$ cat src/rtl/mxa_pkg.sv
package mxa_pkg;
  typedef struct packed {
    logic loadReq;
    logic selCol;
    logic loadRd;
  } dpStrobe_t;

  typedef enum logic [2:0] {
    S_IDLE, S_ROW, S_COL, S_ACK, S_RCAS, S_RRAS, S_RPRE
  } seqState_t;
endpackage

$ cat src/rtl/mxa_refresh_timer.sv
module mxa_refresh_timer #(
  parameter int REF_INTERVAL = 64
) (
  input  logic clk,
  input  logic rstN,
  output logic refTick
);
  localparam int CNT_W = (REF_INTERVAL > 2) ? $clog2(REF_INTERVAL) : 1;
  localparam logic [CNT_W-1:0] LAST = CNT_W'(REF_INTERVAL - 1);

  logic [CNT_W-1:0] cnt;

  always_ff @(posedge clk) begin
    if (!rstN) cnt <= '0;
    else if (cnt == LAST) cnt <= '0;
    else cnt <= cnt + 1'b1;
  end

  assign refTick = (cnt == LAST);

  // a request is a single-cycle event between wraps
  a_r6_tick_single: assert property (@(posedge clk) disable iff (!rstN)
    refTick |=> !refTick);
endmodule

$ cat src/rtl/mxa_datapath.sv
module mxa_datapath
  import mxa_pkg::*;
#(
  parameter int ROW_W  = 8,
  parameter int COL_W  = 8,
  parameter int DATA_W = 16
) (
  input  logic clk,
  input  logic rstN,
  input  dpStrobe_t strobes,
  input  logic [ROW_W+COL_W-1:0] busAddr,
  input  logic [DATA_W-1:0] busWdata,
  input  logic [DATA_W-1:0] memRdata,
  output logic [((ROW_W > COL_W) ? ROW_W : COL_W)-1:0] memAddr,
  output logic [DATA_W-1:0] memWdata,
  output logic [DATA_W-1:0] busRdata
);
  localparam int ADDR_W = ROW_W + COL_W;
  localparam int MA_W = (ROW_W > COL_W) ? ROW_W : COL_W;

  logic [ADDR_W-1:0] addrReg;
  logic [DATA_W-1:0] wdataReg;
  logic [DATA_W-1:0] rdataReg;
  logic [ROW_W-1:0] rowPart;
  logic [COL_W-1:0] colPart;

  always_ff @(posedge clk) begin
    if (!rstN) begin
      addrReg  <= '0;
      wdataReg <= '0;
      rdataReg <= '0;
    end else begin
      if (strobes.loadReq) begin
        addrReg  <= busAddr;
        wdataReg <= busWdata;
      end
      if (strobes.loadRd) rdataReg <= memRdata;
    end
  end

  assign rowPart  = addrReg[ADDR_W-1:COL_W];
  assign colPart  = addrReg[COL_W-1:0];
  assign memAddr  = strobes.selCol ? MA_W'(colPart) : MA_W'(rowPart);
  assign memWdata = wdataReg;
  assign busRdata = rdataReg;

  // captured address only changes when the control accepts a request
  a_r2_addr_held: assert property (@(posedge clk) disable iff (!rstN)
    !strobes.loadReq |=> $stable(addrReg));
endmodule

$ cat src/rtl/mxa_control.sv
module mxa_control
  import mxa_pkg::*;
(
  input  logic clk,
  input  logic rstN,
  input  logic busReq,
  input  logic busWe,
  input  logic refTick,
  output dpStrobe_t strobes,
  output logic busAck,
  output logic busBusy,
  output logic memRasN,
  output logic memCasN,
  output logic memWeN
);
  seqState_t state, nextState;
  logic refPending;
  logic writeReg;

  always_comb begin
    nextState = state;
    case (state)
      S_IDLE: begin
        if (refPending) nextState = S_RCAS;
        else if (busReq) nextState = S_ROW;
      end
      S_ROW:  nextState = S_COL;
      S_COL:  nextState = S_ACK;
      S_ACK:  nextState = S_IDLE;
      S_RCAS: nextState = S_RRAS;
      S_RRAS: nextState = S_RPRE;
      S_RPRE: nextState = S_IDLE;
      default: nextState = S_IDLE;
    endcase
  end

  always_ff @(posedge clk) begin
    if (!rstN) begin
      state      <= S_IDLE;
      refPending <= 1'b0;
      writeReg   <= 1'b0;
    end else begin
      state <= nextState;
      if (refTick) refPending <= 1'b1;
      else if (state == S_IDLE) refPending <= 1'b0;
      if (strobes.loadReq) writeReg <= busWe;
    end
  end

  always_comb begin
    strobes.loadReq = (state == S_IDLE) && !refPending && busReq;
    strobes.selCol  = (state == S_COL);
    strobes.loadRd  = (state == S_COL) && !writeReg;
  end

  assign memRasN = !((state == S_ROW) || (state == S_COL) || (state == S_RRAS));
  assign memCasN = !((state == S_COL) || (state == S_RCAS) || (state == S_RRAS));
  assign memWeN  = !((state == S_COL) && writeReg);
  assign busAck  = (state == S_ACK);
  assign busBusy = (state != S_IDLE) || refPending;

  // acknowledge is a single pulse
  a_r5_ack_pulse: assert property (@(posedge clk) disable iff (!rstN)
    busAck |=> !busAck);
  // acknowledge only answers a request that was presented
  a_r5_ack_has_req: assert property (@(posedge clk) disable iff (!rstN)
    busAck |-> $past(busReq, 3));
endmodule

$ cat src/rtl/mxa_dram_ctrl.sv
module mxa_dram_ctrl
  import mxa_pkg::*;
#(
  parameter int ROW_W        = 8,
  parameter int COL_W        = 8,
  parameter int DATA_W       = 16,
  parameter int REF_INTERVAL = 64
) (
  input  logic clk,
  input  logic rstN,
  input  logic busReq,
  input  logic busWe,
  input  logic [ROW_W+COL_W-1:0] busAddr,
  input  logic [DATA_W-1:0] busWdata,
  output logic busAck,
  output logic busBusy,
  output logic [DATA_W-1:0] busRdata,
  output logic [((ROW_W > COL_W) ? ROW_W : COL_W)-1:0] memAddr,
  output logic memRasN,
  output logic memCasN,
  output logic memWeN,
  output logic [DATA_W-1:0] memWdata,
  input  logic [DATA_W-1:0] memRdata
);
  dpStrobe_t strobes;
  logic refTick;

  mxa_refresh_timer #(.REF_INTERVAL(REF_INTERVAL)) uTimer (
    .clk(clk), .rstN(rstN), .refTick(refTick)
  );

  mxa_control uCtrl (
    .clk(clk), .rstN(rstN), .busReq(busReq), .busWe(busWe),
    .refTick(refTick), .strobes(strobes), .busAck(busAck),
    .busBusy(busBusy), .memRasN(memRasN), .memCasN(memCasN),
    .memWeN(memWeN)
  );

  mxa_datapath #(.ROW_W(ROW_W), .COL_W(COL_W), .DATA_W(DATA_W)) uData (
    .clk(clk), .rstN(rstN), .strobes(strobes), .busAddr(busAddr),
    .busWdata(busWdata), .memRdata(memRdata), .memAddr(memAddr),
    .memWdata(memWdata), .busRdata(busRdata)
  );

  // in an access the column strobe only falls with the row strobe already low
  a_r3_cas_after_ras: assert property (@(posedge clk) disable iff (!rstN)
    ($fell(memCasN) && !memRasN) |-> $past(!memRasN));
  // in a refresh the row strobe falls with the column strobe already low
  a_r7_ras_after_cas: assert property (@(posedge clk) disable iff (!rstN)
    ($fell(memRasN) && !memCasN) |-> $past(!memCasN));
  // strobes release together into a precharge cycle
  a_r9_precharge: assert property (@(posedge clk) disable iff (!rstN)
    $rose(memRasN) |-> memCasN);
  // write enable is only active with both strobes low
  a_r4_we_in_col: assert property (@(posedge clk) disable iff (!rstN)
    !memWeN |-> (!memRasN && !memCasN));
endmodule

$ cat config.mk
export PLATFORM = sky130hd
export DESIGN_NAME = mxa_dram_ctrl
export DESIGN_NICKNAME = d
export VERILOG_FILES = /design/src/rtl/mxa_pkg.sv /design/src/rtl/mxa_refresh_timer.sv /design/src/rtl/mxa_datapath.sv /design/src/rtl/mxa_control.sv /design/src/rtl/mxa_dram_ctrl.sv
export SDC_FILE = /design/constraint.sdc
export NUM_CORES = 1
export LEC_CHECK = 0
export BUFFER_PORTS_ARGS = -buffer_cell sky130_fd_sc_hd__buf_4
export CORE_UTILIZATION = 28
export CTS_CLUSTER_SIZE = 12
export DETAILED_ROUTE_END_ITERATION = 8
export SYNTH_ARGS = -nofsm -noshare
export SYNTH_HDL_FRONTEND = slang
export SYNTH_HIERARCHICAL = 1
export SYNTH_SLANG_ARGS = --single-unit
$ cat constraint.sdc
create_clock -name clk -period 2.64 [get_ports clk]
set_input_delay 0.132 -clock clk [delete_from_list [all_inputs] [get_ports clk]]
set_output_delay 0.132 -clock clk [all_outputs]
set_load 0.1 [all_outputs]
[After elaboration in Yosys (flattened, before gate mapping)]
Index checks and enable logic that the tools add are counted.
Cells by class
  bitwise logic cells: 1
  equality and inequality tests: 7
  multiplexer cells: 6
  reductions and logical operators: 18
  add/subtract/negate cells: 1
Operators by type and width (number)
  $pmux W3 S5: 1
  $mux W8: 1
  $add A6 B1 Y6 const B: 1
  $eq A3 B2 Y1 const B: 2
  $eq A3 B3 Y1 const B: 2
  $eq A6 B6 Y1 const B: 1
  $mux W3: 2
  $logic_not A1 Y1: 5
  $logic_or A1 B1 Y1: 5
  $logic_and A1 B1 Y1: 4
  $eq A3 B1 Y1 const B: 1
  $logic_not A3 Y1: 1
  $ne A3 B2 Y1 const B: 1
  $reduce_bool A3 Y1: 1
  $mux W1: 2
  $reduce_bool A2 Y1: 1
  $reduce_or A2 Y1: 1
  $not A1 Y1: 1
Storage, ports and cells
  bits in registers: 59
  output and inout bits: 45
  word-level logic and storage cells: 40

[Depth between registers and ports, before layout]
  depth in word-level cells: 4
  mapped depth: 6
  mapped depth without buffers: 5

[By module]
Netlist, hierarchy kept.
By module, submodules not included
  mxa_datapath: sequential area each 960.9 um2, cells each 164, times used 1, area an instance 1961.9 um2
  mxa_control: sequential area each 100.1 um2, cells each 29, times used 1, area an instance 244.0 um2
  mxa_refresh_timer: sequential area each 120.1 um2, cells each 25, times used 1, area an instance 237.7 um2

[Worst setup path after synthesis]
OpenSTA, ideal clock, no wires.
  kind: register to output
  start point: register uCtrl.state[1]
  end point: output busAck
  slack: -4 ps
  arrival time: 2512 ps
  required time: 2508 ps
  stages on the path, launching flop included: 3
  path through: dfxtp_1 inv_1 nor3_1
On the way
  word-level cells in the longest chain between the ends: 1
Ends and longest elaborated chain
  from (decl): line mxa_control.sv:16  | seqState_t state, nextState;
  from (signal assigned): line mxa_control.sv:43  | state <= nextState;
  $eq A3 B2 Y1: line mxa_control.sv:59  | assign busAck = (state == S_ACK);
  to (decl): line mxa_dram_ctrl.sv:15  | output logic busAck,
No other way between the ends.

==> results.ini <==
[critical_path]
critPathLaunch=uCtrl/state[1]$_SDFFE_PN0P_
worst_path_most_repeated_cell=buf_4
worstPathMaxFanout=11
cp_data_required_time_ns=2.51
rr_startpoint=uCtrl/state[1]$_SDFFE_PN0P_
cp-end-kind=primary output
critPathSlowestCell=dfxtp_1
cp-start-kind=register
worstPathArrival_ns=1.78
criticalPathCategory=register to primary output
critPathMaxStageDelay_ns=0.39
path_cells=nor3b_2 > buf_4 > mux2_2 > buf_4

[route]
vias=1766
wl_per_cell_um=11.7
wl_um=4960
drt_iter0_markers=37
drc_errors=0
viasPerCell=4.16
firstDrtPassIters=4
antenna_left=0

[pwr]
p_clk_frac=0.286
power_frac_comb=0.297
p_leak_uw=0.00145
p_sw_uw=835
ir_worst_vdd_mv=0.218
cellPowerDensity_mw_per_mm2=700
p_int_uw=1520
p_sw_frac=0.354
pwr-share-seq=0.416

[hold_path]
hp-start=memRdata[8]
holdCritPathClass=input port to register

[timing]
worst_pin_slew_ns=0.439
hold_viol=0
setup-tns-final_ns=0
fin_crit_sh=0.724
min_period_ns=1.91
setup_viol=0
rsz0062_at_grt=false
max_freq_mhz=523
finClkSkew_ns=0.00538
finalMaxSlewViolations=0
timing.slew.headroom=0.706

[cts]
ctsResizeCount=0
cts_setup_buffers=0
hold_buffers=0
clockRootBuffer=clkbuf_8
cts_tree=done
clock_path_buffers=2
htreeDepth=3
clkLatencyLatePin_ns=0.32
cts_sinks=59
cts_buffers=9
clk_pin_slew_ns=0.06

[finish]
drive_gt1_frac=0.397
layout_commonest_cell=buf_4
final_util=0.404
area_delta_synth_final_pct=37.8
final_cell_mix=buf_4, dfxtp_1, mux2i_1
num-nets-final=369
num_antenna_cells=0
num-fill-cells=830

[placed_design]
finalWeightedCongestion=0.785
dp_hpwl_um=3520
io_buffers=96

[die]
core_area_mm2=0.00834
die_area_mm2=0.00910
start_util=0.293
die_h_um=95.4
die_x_um=95.4
ios=97
rows=33

[logic_synthesis]
synthFlopType=dfxtp_1
synth.ff_latch_count=59
synth_cell_types=29
synth_nets=271
avgSynthCellArea_um2=11.2
synth_edf_count=0
syn_inst=218
ys_seq_area_frac=0.483
ys_async_sr_fraction=0
netlist_area_mm2=0.00244
yosysWarnings=6

[global_routing]
use_met3=0.0343
grt_max_degree=55
grt_pass1_wl_um=7810
grt_antenna_before_repair=0
grt_busiest_layer=met2
use_met2=0.170
overflow=0
grt_use_met1=0.146
grt_pass1_vias=1728
track_usage=0.114

[run_status]
run_status=completed

[run]
cap_violations=0

==> state kept, by name, summed over array words and instances (netlist names) <==
signal / cells
uCtrl/state: 3
uData/busRdata: 16
uTimer/cnt: 6
uCtrl/refPending: 1
uCtrl/writeReg: 1
uData/memWdata: 16
uData/addrReg: 16
==> path summary, 6_finish.rpt <==
| kind | endpoint | slack [ns] | cells past startpoint |
|---|---|---|---|
| max | memAddr[2] | 0.73 | 4 |
| min | uData/busRdata[8]$_SDFFE_PN0P_ | 0.07 | 3 |
| max reg2reg | uData/addrReg[1]$_SDFFE_PN0P_ | 0.84 | 5 |
| min reg2reg | uTimer/cnt[0]$_SDFF_PP0_ | 0.47 | 1 |
==> stage by stage <==
stage | worst slack (ns) | total power, uW | hold WS, ns | instances | cell area (um2)
CTS | 0.690 | 2400 | 0.0440 | 425 | 3370
global placement | 0.857 | 1700 | 0.387 | 410 | 3210
finish | 0.730 | 2360 | 0.0680 | 425 | 3370
floorplan | 0.401 | 1560 | 0.254 | 218 | 2450
global route | 0.594 | 2480 | 0.0515 | 425 | 3370
detailed placement | 0.812 | 1710 | 0.398 | 410 | 3210
==> per-layer routing <==
| layer | vias up | wire, um |
|---|---|---|
| li1 | 918 | - |
| met4 | 0 | 70 |
| met3 | 8 | 310 |
| met1 | 786 | 2310 |
| met2 | 54 | 2270 |
| met5 | - | 0 |
==> cell usage after synthesis, types with 3 or more instances <==
| master | n | area share |
|---|---|---|
| nor2_1 | 7 | 0.011 |
| dfxtp_1 | 59 | 0.48 |
| mux2_2 | 8 | 0.037 |
| and2_1 | 3 | 0.0077 |
| inv_1 | 4 | 0.0061 |
| buf_2 | 4 | 0.0082 |
| nand2_1 | 5 | 0.0077 |
| a21oi_1 | 4 | 0.0082 |
| mux2i_1 | 49 | 0.20 |
| buf_12 | 4 | 0.033 |
| nor2b_1 | 49 | 0.13 |
==> power groups by stage <==
stage	sequential, uW	clock (uW)	combinational, uW
after global placement	998	0	706
after global routing	987	754	738
after floorplan	1220	0	343
after detailed placement	1000	0	709
final	980	675	701
after CTS	981	712	710
==> final cells by class <==
cell class / count / area (um2) / share of cell area
Clock buffer: 12 / 145 / 0.0431
Clock inverter: 3 / 15.0 / 0.00446
Inverter: 4 / 15.0 / 0.00446
Multi-Input combinational cell: 143 / 1120 / 0.334
Sequential cell: 59 / 1180 / 0.351
Tap cell: 105 / 131 / 0.0390
Timing Repair Buffer: 99 / 756 / 0.224
==> cell families after synthesis <==
logic type / synth area share
and+or+nand+nor: 0.184
DFF: 0.483
muxes: 0.238
buffers and inverters: 0.0594
AOI/OAI and AO/OA: 0.0200
xor gates and xnor gates: 0.0108
adders and majority gates: 0.00512
==> critical path, delay by kind of cell, from the launching register on <==
| kind | cells | cell delay, ns |
|---|---|---|
| multiplexers | 1 | 0.36 |
| buffers and inverters | 2 | 0.47 |
| flip-flops | 1 | 0.39 |
| AND/OR/NAND/NOR | 1 | 0.23 |
(Power assumes the default switching activity.)
